==> src/rtl/pps_pkg.sv <==
`timescale 1ns/1ps
package pps_pkg;

    localparam int CFG_W = 4;

    // Configuration codes that enable arbitrary shaping
    localparam logic [CFG_W-1:0] CFG_SHORT  = 4'b1001;
    localparam logic [CFG_W-1:0] CFG_LONG_A = 4'b1010;
    localparam logic [CFG_W-1:0] CFG_LONG_B = 4'b1011;

    typedef enum logic [1:0] {
        MODE_OFF   = 2'd0,
        MODE_LONG  = 2'd1,
        MODE_SHORT = 2'd2
    } mode_t;

    // One history slot: did a mark launch, and with which sign
    typedef struct packed {
        logic mark;
        logic neg;
    } pol_t;

    function automatic mode_t decode_cfg(input logic [CFG_W-1:0] cfg);
        mode_t m;
        case (cfg)
            CFG_SHORT:              m = MODE_SHORT;
            CFG_LONG_A, CFG_LONG_B: m = MODE_LONG;
            default:                m = MODE_OFF;
        endcase
        return m;
    endfunction

endpackage

==> src/rtl/pps_phase_ctr.sv <==
`timescale 1ns/1ps
module pps_phase_ctr #(
    parameter int PH_LONG  = 14,
    parameter int PH_SHORT = 13,
    localparam int PH_W    = $clog2(PH_LONG)
) (
    input  logic              clk,
    input  logic              rst,
    input  logic              tick,
    input  pps_pkg::mode_t    mode,
    output logic [PH_W-1:0]   ph_q,
    output logic [PH_W-1:0]   ph_nxt,
    output logic              wrap
);
    import pps_pkg::*;

    localparam logic [PH_W-1:0] LAST_LONG  = PH_W'(PH_LONG - 1);
    localparam logic [PH_W-1:0] LAST_SHORT = PH_W'(PH_SHORT - 1);

    logic [PH_W-1:0] last_c;

    always_comb begin
        last_c = (mode == MODE_SHORT) ? LAST_SHORT : LAST_LONG;
        // A counter left beyond the last phase by a mode change wraps at once
        wrap   = (ph_q >= last_c);
        ph_nxt = wrap ? '0 : ph_q + 1'b1;
    end

    always_ff @(posedge clk) begin
        if (rst) begin
            ph_q <= '0;
        end else if (tick) begin
            ph_q <= ph_nxt;
        end
    end

endmodule

==> src/rtl/pps_mark_hist.sv <==
`timescale 1ns/1ps
module pps_mark_hist #(
    parameter int SPAN = 5
) (
    input  logic                          clk,
    input  logic                          rst,
    input  logic                          tick,
    input  logic                          wrap,
    input  logic                          active,
    input  logic                          mark,
    output pps_pkg::pol_t [SPAN-1:0]      hist_q,
    output pps_pkg::pol_t [SPAN-1:0]      hist_nxt
);
    import pps_pkg::*;

    logic neg_q;
    logic neg_nxt;

    always_comb begin
        hist_nxt = hist_q;
        neg_nxt  = neg_q;
        if (!active) begin
            hist_nxt = '0;
        end else if (wrap) begin
            for (int k = SPAN - 1; k > 0; k--) begin
                hist_nxt[k] = hist_q[k-1];
            end
            hist_nxt[0].mark = mark;
            hist_nxt[0].neg  = mark & neg_q;
            neg_nxt          = neg_q ^ mark;
        end
    end

    always_ff @(posedge clk) begin
        if (rst) begin
            hist_q <= '0;
            neg_q  <= 1'b0;
        end else if (tick) begin
            hist_q <= hist_nxt;
            neg_q  <= neg_nxt;
        end
    end

endmodule

==> src/rtl/pps_wave_tbl.sv <==
`timescale 1ns/1ps
module pps_wave_tbl #(
    parameter int AMP_W   = 8,
    parameter int SPAN    = 5,
    parameter int PH_LONG = 14,
    localparam int UI_W   = $clog2(SPAN),
    localparam int PH_W   = $clog2(PH_LONG)
) (
    input  logic                            clk,
    input  logic                            rst,
    input  logic                            wr_en,
    input  logic [UI_W-1:0]                 wr_ui,
    input  logic [PH_W-1:0]                 wr_ph,
    input  logic [AMP_W-1:0]                wr_data,
    input  logic [PH_W-1:0]                 rd_ph,
    output logic [SPAN-1:0][AMP_W-1:0]      rd_amp
);

    logic [AMP_W-1:0] mem [SPAN][PH_LONG];
    logic             wr_ok;

    assign wr_ok = wr_en && (32'(wr_ui) < SPAN) && (32'(wr_ph) < PH_LONG);

    always_ff @(posedge clk) begin
        if (rst) begin
            for (int k = 0; k < SPAN; k++) begin
                for (int p = 0; p < PH_LONG; p++) begin
                    mem[k][p] <= '0;
                end
            end
        end else if (wr_ok) begin
            mem[wr_ui][wr_ph] <= wr_data;
        end
    end

    // One read port per UI offset, all at the same phase
    for (genvar k = 0; k < SPAN; k++) begin : g_rd
        assign rd_amp[k] = (32'(rd_ph) < PH_LONG) ? mem[k][rd_ph] : '0;
    end

endmodule

==> src/rtl/pps_sum_sat.sv <==
`timescale 1ns/1ps
module pps_sum_sat #(
    parameter int AMP_W = 8,
    parameter int SPAN  = 5,
    localparam int SUM_W = AMP_W + $clog2(SPAN) + 1
) (
    input  logic                          clk,
    input  logic                          rst,
    input  logic                          tick,
    input  logic                          active,
    input  logic                          ovf_clr,
    input  pps_pkg::pol_t [SPAN-1:0]      hist,
    input  logic [SPAN-1:0][AMP_W-1:0]    rd_amp,
    output logic [AMP_W-1:0]              amp_q,
    output logic                          stb_q,
    output logic                          ovf_q
);

    localparam logic signed [SUM_W-1:0] POS_FS =
        {{(SUM_W-AMP_W+1){1'b0}}, {(AMP_W-1){1'b1}}};
    localparam logic signed [SUM_W-1:0] NEG_FS =
        {{(SUM_W-AMP_W+1){1'b1}}, {(AMP_W-1){1'b0}}};

    logic signed [SUM_W-1:0] term [SPAN];
    logic signed [SUM_W-1:0] sum_c;
    logic [AMP_W-1:0]        sat_c;
    logic                    clip_c;

    // Signed contribution of each UI offset
    for (genvar k = 0; k < SPAN; k++) begin : g_term
        logic signed [SUM_W-1:0] ext;
        assign ext = {{(SUM_W-AMP_W){rd_amp[k][AMP_W-1]}}, rd_amp[k]};
        assign term[k] = !hist[k].mark ? '0 : (hist[k].neg ? -ext : ext);
    end

    always_comb begin
        sum_c = '0;
        for (int k = 0; k < SPAN; k++) begin
            sum_c = sum_c + term[k];
        end
        clip_c = 1'b0;
        if (sum_c > POS_FS) begin
            sat_c  = POS_FS[AMP_W-1:0];
            clip_c = 1'b1;
        end else if (sum_c < NEG_FS) begin
            sat_c  = NEG_FS[AMP_W-1:0];
            clip_c = 1'b1;
        end else begin
            sat_c  = sum_c[AMP_W-1:0];
        end
    end

    always_ff @(posedge clk) begin
        if (rst) begin
            amp_q <= '0;
            stb_q <= 1'b0;
            ovf_q <= 1'b0;
        end else begin
            stb_q <= tick;
            if (tick) begin
                amp_q <= active ? sat_c : '0;
            end
            // A clamp in the same cycle wins over a clear
            ovf_q <= (tick & active & clip_c) | (ovf_q & ~ovf_clr);
        end
    end

endmodule

==> src/rtl/pulse_phase_seq.sv <==
`timescale 1ns/1ps
module pulse_phase_seq #(
    parameter int AMP_W    = 8,
    parameter int SPAN     = 5,
    parameter int PH_LONG  = 14,
    parameter int PH_SHORT = 13,
    localparam int UI_W    = $clog2(SPAN),
    localparam int PH_W    = $clog2(PH_LONG),
    localparam int CFG_W   = pps_pkg::CFG_W
) (
    input  logic               clk,
    input  logic               rst,
    input  logic               phase_tick,
    input  logic               tx_mark,
    input  logic [CFG_W-1:0]   line_cfg,
    input  logic               tbl_wr_en,
    input  logic [UI_W-1:0]    tbl_wr_ui,
    input  logic [PH_W-1:0]    tbl_wr_ph,
    input  logic [AMP_W-1:0]   tbl_wr_data,
    input  logic               ovf_clr,
    output logic [AMP_W-1:0]   amp_out,
    output logic               amp_stb,
    output logic               ovf_flag
);
    import pps_pkg::*;

    mode_t                       mode_c;
    logic                        arb_active;
    logic [PH_W-1:0]             ph_q;
    logic [PH_W-1:0]             ph_nxt;
    logic                        wrap_c;
    pol_t [SPAN-1:0]             hist_q;
    pol_t [SPAN-1:0]             hist_nxt;
    logic [SPAN-1:0][AMP_W-1:0]  rd_amp;

    assign mode_c     = decode_cfg(line_cfg);
    assign arb_active = (mode_c != MODE_OFF);

    pps_phase_ctr #(
        .PH_LONG (PH_LONG),
        .PH_SHORT(PH_SHORT)
    ) u_ctr (
        .clk   (clk),
        .rst   (rst),
        .tick  (phase_tick),
        .mode  (mode_c),
        .ph_q  (ph_q),
        .ph_nxt(ph_nxt),
        .wrap  (wrap_c)
    );

    pps_mark_hist #(
        .SPAN(SPAN)
    ) u_hist (
        .clk     (clk),
        .rst     (rst),
        .tick    (phase_tick),
        .wrap    (wrap_c),
        .active  (arb_active),
        .mark    (tx_mark),
        .hist_q  (hist_q),
        .hist_nxt(hist_nxt)
    );

    pps_wave_tbl #(
        .AMP_W  (AMP_W),
        .SPAN   (SPAN),
        .PH_LONG(PH_LONG)
    ) u_tbl (
        .clk    (clk),
        .rst    (rst),
        .wr_en  (tbl_wr_en),
        .wr_ui  (tbl_wr_ui),
        .wr_ph  (tbl_wr_ph),
        .wr_data(tbl_wr_data),
        .rd_ph  (ph_nxt),
        .rd_amp (rd_amp)
    );

    pps_sum_sat #(
        .AMP_W(AMP_W),
        .SPAN (SPAN)
    ) u_sum (
        .clk    (clk),
        .rst    (rst),
        .tick   (phase_tick),
        .active (arb_active),
        .ovf_clr(ovf_clr),
        .hist   (hist_nxt),
        .rd_amp (rd_amp),
        .amp_q  (amp_out),
        .stb_q  (amp_stb),
        .ovf_q  (ovf_flag)
    );

endmodule

==> config.mk <==
export PLATFORM = sky130hd
export DESIGN_NAME = pulse_phase_seq
export DESIGN_NICKNAME = d
export VERILOG_FILES = /design/src/rtl/pps_pkg.sv /design/src/rtl/pps_phase_ctr.sv /design/src/rtl/pps_mark_hist.sv /design/src/rtl/pps_wave_tbl.sv /design/src/rtl/pps_sum_sat.sv /design/src/rtl/pulse_phase_seq.sv
export SDC_FILE = /design/constraint.sdc
export NUM_CORES = 1
export LEC_CHECK = 0
export BUFFER_PORTS_ARGS = -buffer_cell sky130_fd_sc_hd__buf_2
export CORE_ASPECT_RATIO = 1.5
export CORE_MARGIN = 2
export CORE_UTILIZATION = 45
export DETAILED_ROUTE_END_ITERATION = 7
export HOLD_SLACK_MARGIN = 0.05
export PLACE_DENSITY_LB_ADDON = 0.3
export SETUP_SLACK_MARGIN = 0.1
export SLEW_MARGIN = 5
export SYNTH_ARGS = -nofsm -noshare
export SYNTH_HDL_FRONTEND = slang
export SYNTH_SLANG_ARGS = --single-unit
==> constraint.sdc <==
create_clock -name clk -period 9.75 [get_ports clk]
set_input_delay 0.4875 -clock clk [delete_from_list [all_inputs] [get_ports clk]]
set_output_delay 0.4875 -clock clk [all_outputs]
set_load 0.01 [all_outputs]
==> flow_metrics.tcl, run 1 <==
set metrics [dict create \
    grt_pass1_wl_um 141000 \
    max_freq_ghz 0.110 \
    hp-class "in2reg" \
    hpwl_um 67500 \
    synth_ff_type "edfxtp_1" \
    cpPeakStageDelay_ps 750 \
    worstSetupStartpointType "flop" \
    syn_area_per_cell_sq_um 11.1 \
    peakVddDrop_v 0.000135 \
    cts-root-buf "clkbuf_16" \
    final_nets 2732 \
    clock_path_buffers 3 \
    coreArea_sq_um 65300 \
    ctsHoldBuffers 1 \
    dp.cells 3476 \
    arrival_ps 9620 \
    portBuffers 34 \
    power_mw 6.14 \
    fin_ws_ps 627 \
    startpoint "u_ctr.ph_q[0]$_SDFFE_PP0P_" \
    synth_seq_cells 585 \
    dr.pass1.iters 7 \
    yosysTopAreaCell "edfxtp_1" \
    r2r_slack_ps 630 \
    synth_cell_type_count 105 \
    yosysTopAreaCellShare_pct 56.7 \
    endpoint "u_sum.ovf_q$_SDFF_PP0_" \
    drt-total-wl_um 96900 \
    viasPerCell 6.12 \
    diodes 0 \
    cts_buffers 53 \
    row_count 115 \
    start_util_pct 45.4 \
    syn_area_sq_um 29600 \
    r2r-end "u_sum.ovf_q$_SDFF_PP0_" \
    antenna_found_initial 0 \
    worst_slew_pin_slew_ps 1280 \
    die_w_um 214 \
    cp_common_cell "fa_1" \
    yosysSeqAreaShare_pct 58.4 \
    drive_gt1_share_pct 10.0 \
    synth_commonest_cells "581 x nor2_1, 560 x edfxtp_1, 285 x nand2_1" \
    endpoint_kind "flop" \
    crit_family "compound AO/OA/AOI/OAI gates" \
    setup_viol 0 \
    track_usage_pct 28.7 \
    wire_per_inst_um 27.1 \
    fin_tns_setup_ps 0 \
    synth_fp_nets 2752 \
    cp.required_ps 10240 \
    power.leakage_nw 11.1 \
    insertion_delay_ps 630 \
    maxCapViolations 0 \
    fillerInstances 5867 \
    post-place-ws_ps 473 \
    outcome "completed" \
    fin_crit_ps 9120 \
    synth_warnings 0 \
    hold_slack_ps 231 \
    hp-start "phase_tick" \
    yosys-top-cells-area "edfxtp_1 57%, nor2_1 7.4%, nand2_1 3.6%" \
    vias 21900 \
    fin_skew_ps 15.7 \
    post_cts_buffers 0 \
    cp_slowest_cell "a22oi_2" \
    timing.final.crit_share_pct 93.6 \
    slew_headroom_pct 14.3 \
    ctsHtreeMaxLevel 2 \
    ios 35 \
    die-area_sq_um 68000 \
    synth_edf_count 560 \
    area_growth_pct 9.00 \
    cp.depth 30 \
    rsz0062_at_grt "false" \
    cts_resized 0 \
    rr_worst_depth 30 \
    timing_hold_violations_final 0 \
    crit_path_max_fanout 14 \
    cts_tree "built" \
    clock-sinks 585 \
    gp_congestion 0.957 \
    postSynthCellCount 2675 \
    synth_most_common_cell "nor2_1" \
    r2r-start "u_ctr.ph_q[0]$_SDFFE_PP0P_" \
    fin_cells 3572 \
    cp.buffers_inverters 3 \
    grt_max_degree 64 \
    grt_pass1_vias 21700 \
    slew_violations 0 \
    first_iter_violations 2439 \
    power-per-cell-area_nw_per_um2 190 \
    drt.antenna.violating_nets 0 \
    die_y_um 318 \
    async_reset_ff_share_pct 0 \
    drc 0 \
    clk_pin_slew_worst_paths_ps 80 \
    gr-total-overflow 0 \
    crit_type "reg2reg" \
]
## how the worst min path moves through the flow
stage	endpoint	slack [ps]	depth (start not counted)
floorplan	u_hist.neg_q$_SDFFE_PP0P_	460	2
global placement	u_hist.hist_q[9]$_SDFFE_PP0P_	470	2
detailed placement	u_hist.neg_q$_SDFFE_PP0P_	470	2
CTS	u_ctr.ph_q[3]$_SDFFE_PP0P_	190	2
global route	u_ctr.ph_q[2]$_SDFFE_PP0P_	240	2
finish	u_ctr.ph_q[3]$_SDFFE_PP0P_	230	2
## placed cells by master (no fill, tap or decap), types with 15 or more instances in the layout
cell type / netlist / layout
nor2_1: 581 / 581
edfxtp_1: 560 / 560
nand2_1: 285 / 277
mux2i_1: 91 / 91
buf_4: 9 / 82
a21oi_1: 76 / 75
nand2b_1: 66 / 66
a211oi_1: 66 / 66
inv_1: 64 / 64
o21ai_0: 57 / 55
clkbuf_16: 0 / 55
nand3_1: 48 / 48
a31oi_1: 35 / 35
buf_2: 36 / 33
fa_1: 32 / 32
a21o_1: 30 / 30
xnor2_1: 29 / 29
o211ai_1: 28 / 28
nor2b_1: 27 / 27
nor3_1: 25 / 25
dfxtp_1: 25 / 24
ha_1: 20 / 19
a221oi_1: 18 / 18
and3_1: 18 / 18
o211a_1: 18 / 18
o22ai_1: 16 / 16
o32ai_1: 16 / 16
clkinv_1: 2 / 15
mux2_2: 15 / 15
## registers in the layout, indices dropped and copies added (netlist names)
signal and count:
u_ctr.ph_q 4, u_sum.ovf_q 1, u_hist.neg_q 1, u_sum.amp_q 8, u_tbl.mem 560, u_hist.hist_q 10
u_sum.stb_q 1
## final cells by class
type,instances,area [sq um],share of cell area (%)
Timing Repair Buffer,117,811,2.51
Clock inverter,28,244,0.755
Clock buffer,67,1420,4.40
Sequential cell,585,17300,53.6
Multi-Input combinational cell,1832,11200,34.6
Tap cell,877,1100,3.40
Inverter,66,248,0.767
## kinds of logic after synthesis
| group | after synthesis | synth area share (%) |
|---|---|---|
| mux | 115 | 4.33 |
| fa+ha+maj | 52 | 3.01 |
| simple gates | 1140 | 16.9 |
| buf+inv | 258 | 4.15 |
| xor+xnor | 43 | 1.38 |
| flops | 585 | 58.4 |
| compound gates | 482 | 11.8 |
## worst register-to-register path: cells and delay by family (launching register included)
kind / cells / cell delay (ps)
AO/OA/AOI/OAI: 11 / 3090
XOR/XNOR: 1 / 570
adder cells (fa/ha/maj): 7 / 2730
buffers and inverters: 3 / 290
flip-flops: 1 / 570
multiplexers: 2 / 300
AND/OR/NAND/NOR: 6 / 1430
## per-layer routing
layer	vias to the layer above	track usage, %	wire length (um)
li1	9617	-	-
met1	10800	33.7	33900
met2	1170	47.5	47000
met3	309	4.07	7680
met4	0	21.1	8280
met5	-	0	0
## power by group
group	total, mW	switching [mW]	internal, mW
Sequential	2.96	0.0598	2.90
Clock	2.09	0.950	1.14
Combinational	1.10	0.771	0.326
Total	6.14	1.78	4.36
## through the flow
stage	cell area, sq um	util, %
2_1_floorplan	29600	-
3_3_place_gp	30600	46.9
3_5_place_dp	30600	46.9
4_1_cts	32300	49.5
5_1_grt	32300	49.5
6_report	32300	49.5
(Power assumes the default switching activity.)
==> run 2: changes to the inputs <==
- clock period: 9.75 -> 9.4 ns (I/O delays scaled with it)
==> run 2 against run 1 <==
Compared with the run above:
- critical path depth increased by 1
- core utilization up 0.37 points
- combinational power up 5%
- worst setup slack better by 140 ps
- sequential cell count did not move
- register-to-register slack improved by 140 ps
- design area increased by 0.74%
- total power grew 5.4%
- worst hold slack got worse by 40 ps
- global-route usage rose by 0.23 points
- fmax is 5.7% higher
- largest power group unchanged
- highest routed layer is now met5
==> flow_metrics.tcl, run 2 (synthesized netlist as in run 1, its figures left out) <==
set metrics [dict create \
    outcome "completed" \
    wire_per_inst_um 27.3 \
    ios 35 \
    arrival_ps 9120 \
    setup_viol 0 \
    cp.required_ps 9890 \
    maxCapViolations 0 \
    drive_gt1_share_pct 10.7 \
    row_count 115 \
    p_int_mw 4.60 \
    top_regs "u_tbl.mem: 560 flops, u_hist.hist_q: 10 flops, u_sum.amp_q: 8 flops" \
    crit_path_max_fanout 37 \
    fin_skew_ps 24.5 \
    cts-root-buf "clkbuf_16" \
    die-area_sq_um 68000 \
    stdcell_area_sq_um 32500 \
    first_iter_violations 2619 \
    die_y_um 318 \
    crit_type "reg2reg" \
    largest_register "u_tbl.mem" \
    slew_violations 0 \
    grt_pass1_wl_um 142000 \
    combPwrFrac_pct 18.0 \
    worst_slew_pin_slew_ps 1240 \
    hp-class "in2reg" \
    grt_pass1_vias 21500 \
    worstSetupStartpointType "flop" \
    timing_hold_violations_final 0 \
    final_nets 2739 \
    cts_buffers 54 \
    slew_headroom_pct 17.3 \
    cpPeakStageDelay_ps 600 \
    fillerInstances 5803 \
    swShare_pct 29.0 \
    portBuffers 34 \
    clock-sinks 585 \
    grt_max_degree 59 \
    post_dp_cell_area_sq_um 30800 \
    hpwl_um 67600 \
    start_util_pct 45.4 \
    viasPerCell 6.10 \
    gp_congestion 0.965 \
    endpoint_kind "flop" \
    final_common_cell "nor2_1" \
    coreArea_sq_um 65300 \
    drt.antenna.violating_nets 0 \
    insertion_delay_ps 640 \
    vias 21900 \
    fin_ws_ps 771 \
    cp_common_cell "fa_1" \
    drc 0 \
    rsz0062_at_grt "false" \
    post-place-ws_ps 120 \
    dr.pass1.iters 8 \
    p_switching_mw 1.87 \
    mostFrequentLayoutCells "580 x nor2_1, 560 x edfxtp_1, 277 x nand2_1" \
    cp.buffers_inverters 4 \
    power-per-cell-area_nw_per_um2 199 \
    track_usage_pct 28.9 \
    crit_family "adder cells" \
    diodes 0 \
    clock_path_buffers 3 \
    clk_pin_slew_worst_paths_ps 80 \
    max_freq_ghz 0.116 \
    timing.final.crit_share_pct 91.8 \
    area_growth_pct 9.81 \
    peakVddDrop_v 0.000120 \
    drt-total-wl_um 97800 \
    antenna_found_initial 1 \
    gr-total-overflow 0 \
    seqPwrFrac_pct 47.4 \
    clkPwrFrac_pct 34.6 \
    die_w_um 214 \
    fin_crit_ps 8630 \
    largest_reg_flops 560 \
    power_mw 6.47 \
    cts_tree "built" \
    power.leakage_nw 11.2 \
    cp_slowest_cell "a211oi_1" \
    ctsHtreeMaxLevel 2 \
    fin_tns_setup_ps 0 \
]
[run 2: cell count changes in the layout (fill, tap and decap cells not counted), sizes merged]
cell    delta
bufinv     +1
clkbuf     +2
clkinv     -1
inv        +1
buf        +6
[run 2: area by class of cell]
class	count	area (sq um)	area share (%)
clock inverters	29	279	0.857
well taps	877	1100	3.37
repair buffers	123	968	2.98
clock buffers	69	1460	4.48
multi-input cells	1832	11200	34.3
flip-flops and latches	585	17300	53.2
inverters	66	248	0.761
[run 2: repair_timing]
item / in CTS / in global routing
hold buffers: 1 / 0
buffers inserted: 0 / 0
setup endpoints to repair: 0 / 9
hold endpoints to repair: 1 / 0
resized for setup: 0 / 2
[run 2: worst min-delay path, cell delays in order]
cell and delay [ps]:
buf_2 90, nand2_2 50, nor2_1 90
[run 2: final timing paths]
path                            slack, ps                        endpoint                        from  cells after the start
worst max-delay path                  770          u_sum.ovf_q$_SDFF_PP0_  u_ctr.ph_q[0]$_SDFFE_PP0P_                     31
worst min-delay path                  190  u_tbl.mem[1][40]$_SDFFCE_PN0P_              tbl_wr_data[0]                      3
worst max register to register        770          u_sum.ovf_q$_SDFF_PP0_  u_ctr.ph_q[0]$_SDFFE_PP0P_                     31
worst min register to register        490       u_hist.neg_q$_SDFFE_PP0P_   u_hist.neg_q$_SDFFE_PP0P_                      2
[run 2: routing by layer]
| metal | track usage [%] | wire (um) | vias to the layer above |
|---|---|---|---|
| li1 | - | - | 9624 |
| met3 | 4.45 | 7840 | 267 |
| met2 | 48.6 | 48100 | 1148 |
| met4 | 18.9 | 7380 | 2 |
| met1 | 34.1 | 34500 | 10800 |
| met5 | 0 | 12 | - |
[run 2: stage by stage]
step / hold WS, ps / std cells / util [%]
2_1_floorplan: 457 / 2675 / -
3_3_place_gp: 471 / 3482 / 47.1
3_5_place_dp: 485 / 3482 / 47.1
4_1_cts: 171 / 3581 / 49.8
5_1_grt: 194 / 3581 / 49.8
6_report: 191 / 3581 / 49.8
[run 2: power by group through the flow]
| stage | combinational (mW) | clock (mW) | sequential (mW) |
|---|---|---|---|
| 6_report | 1.16 | 2.24 | 3.06 |
| 5_1_grt | 1.21 | 2.33 | 3.07 |
| 4_1_cts | 1.14 | 2.25 | 3.06 |
| 3_5_place_dp | 1.13 | 0 | 3.12 |
| 3_3_place_gp | 1.12 | 0 | 3.11 |
| 2_1_floorplan | 0.706 | 0 | 3.09 |
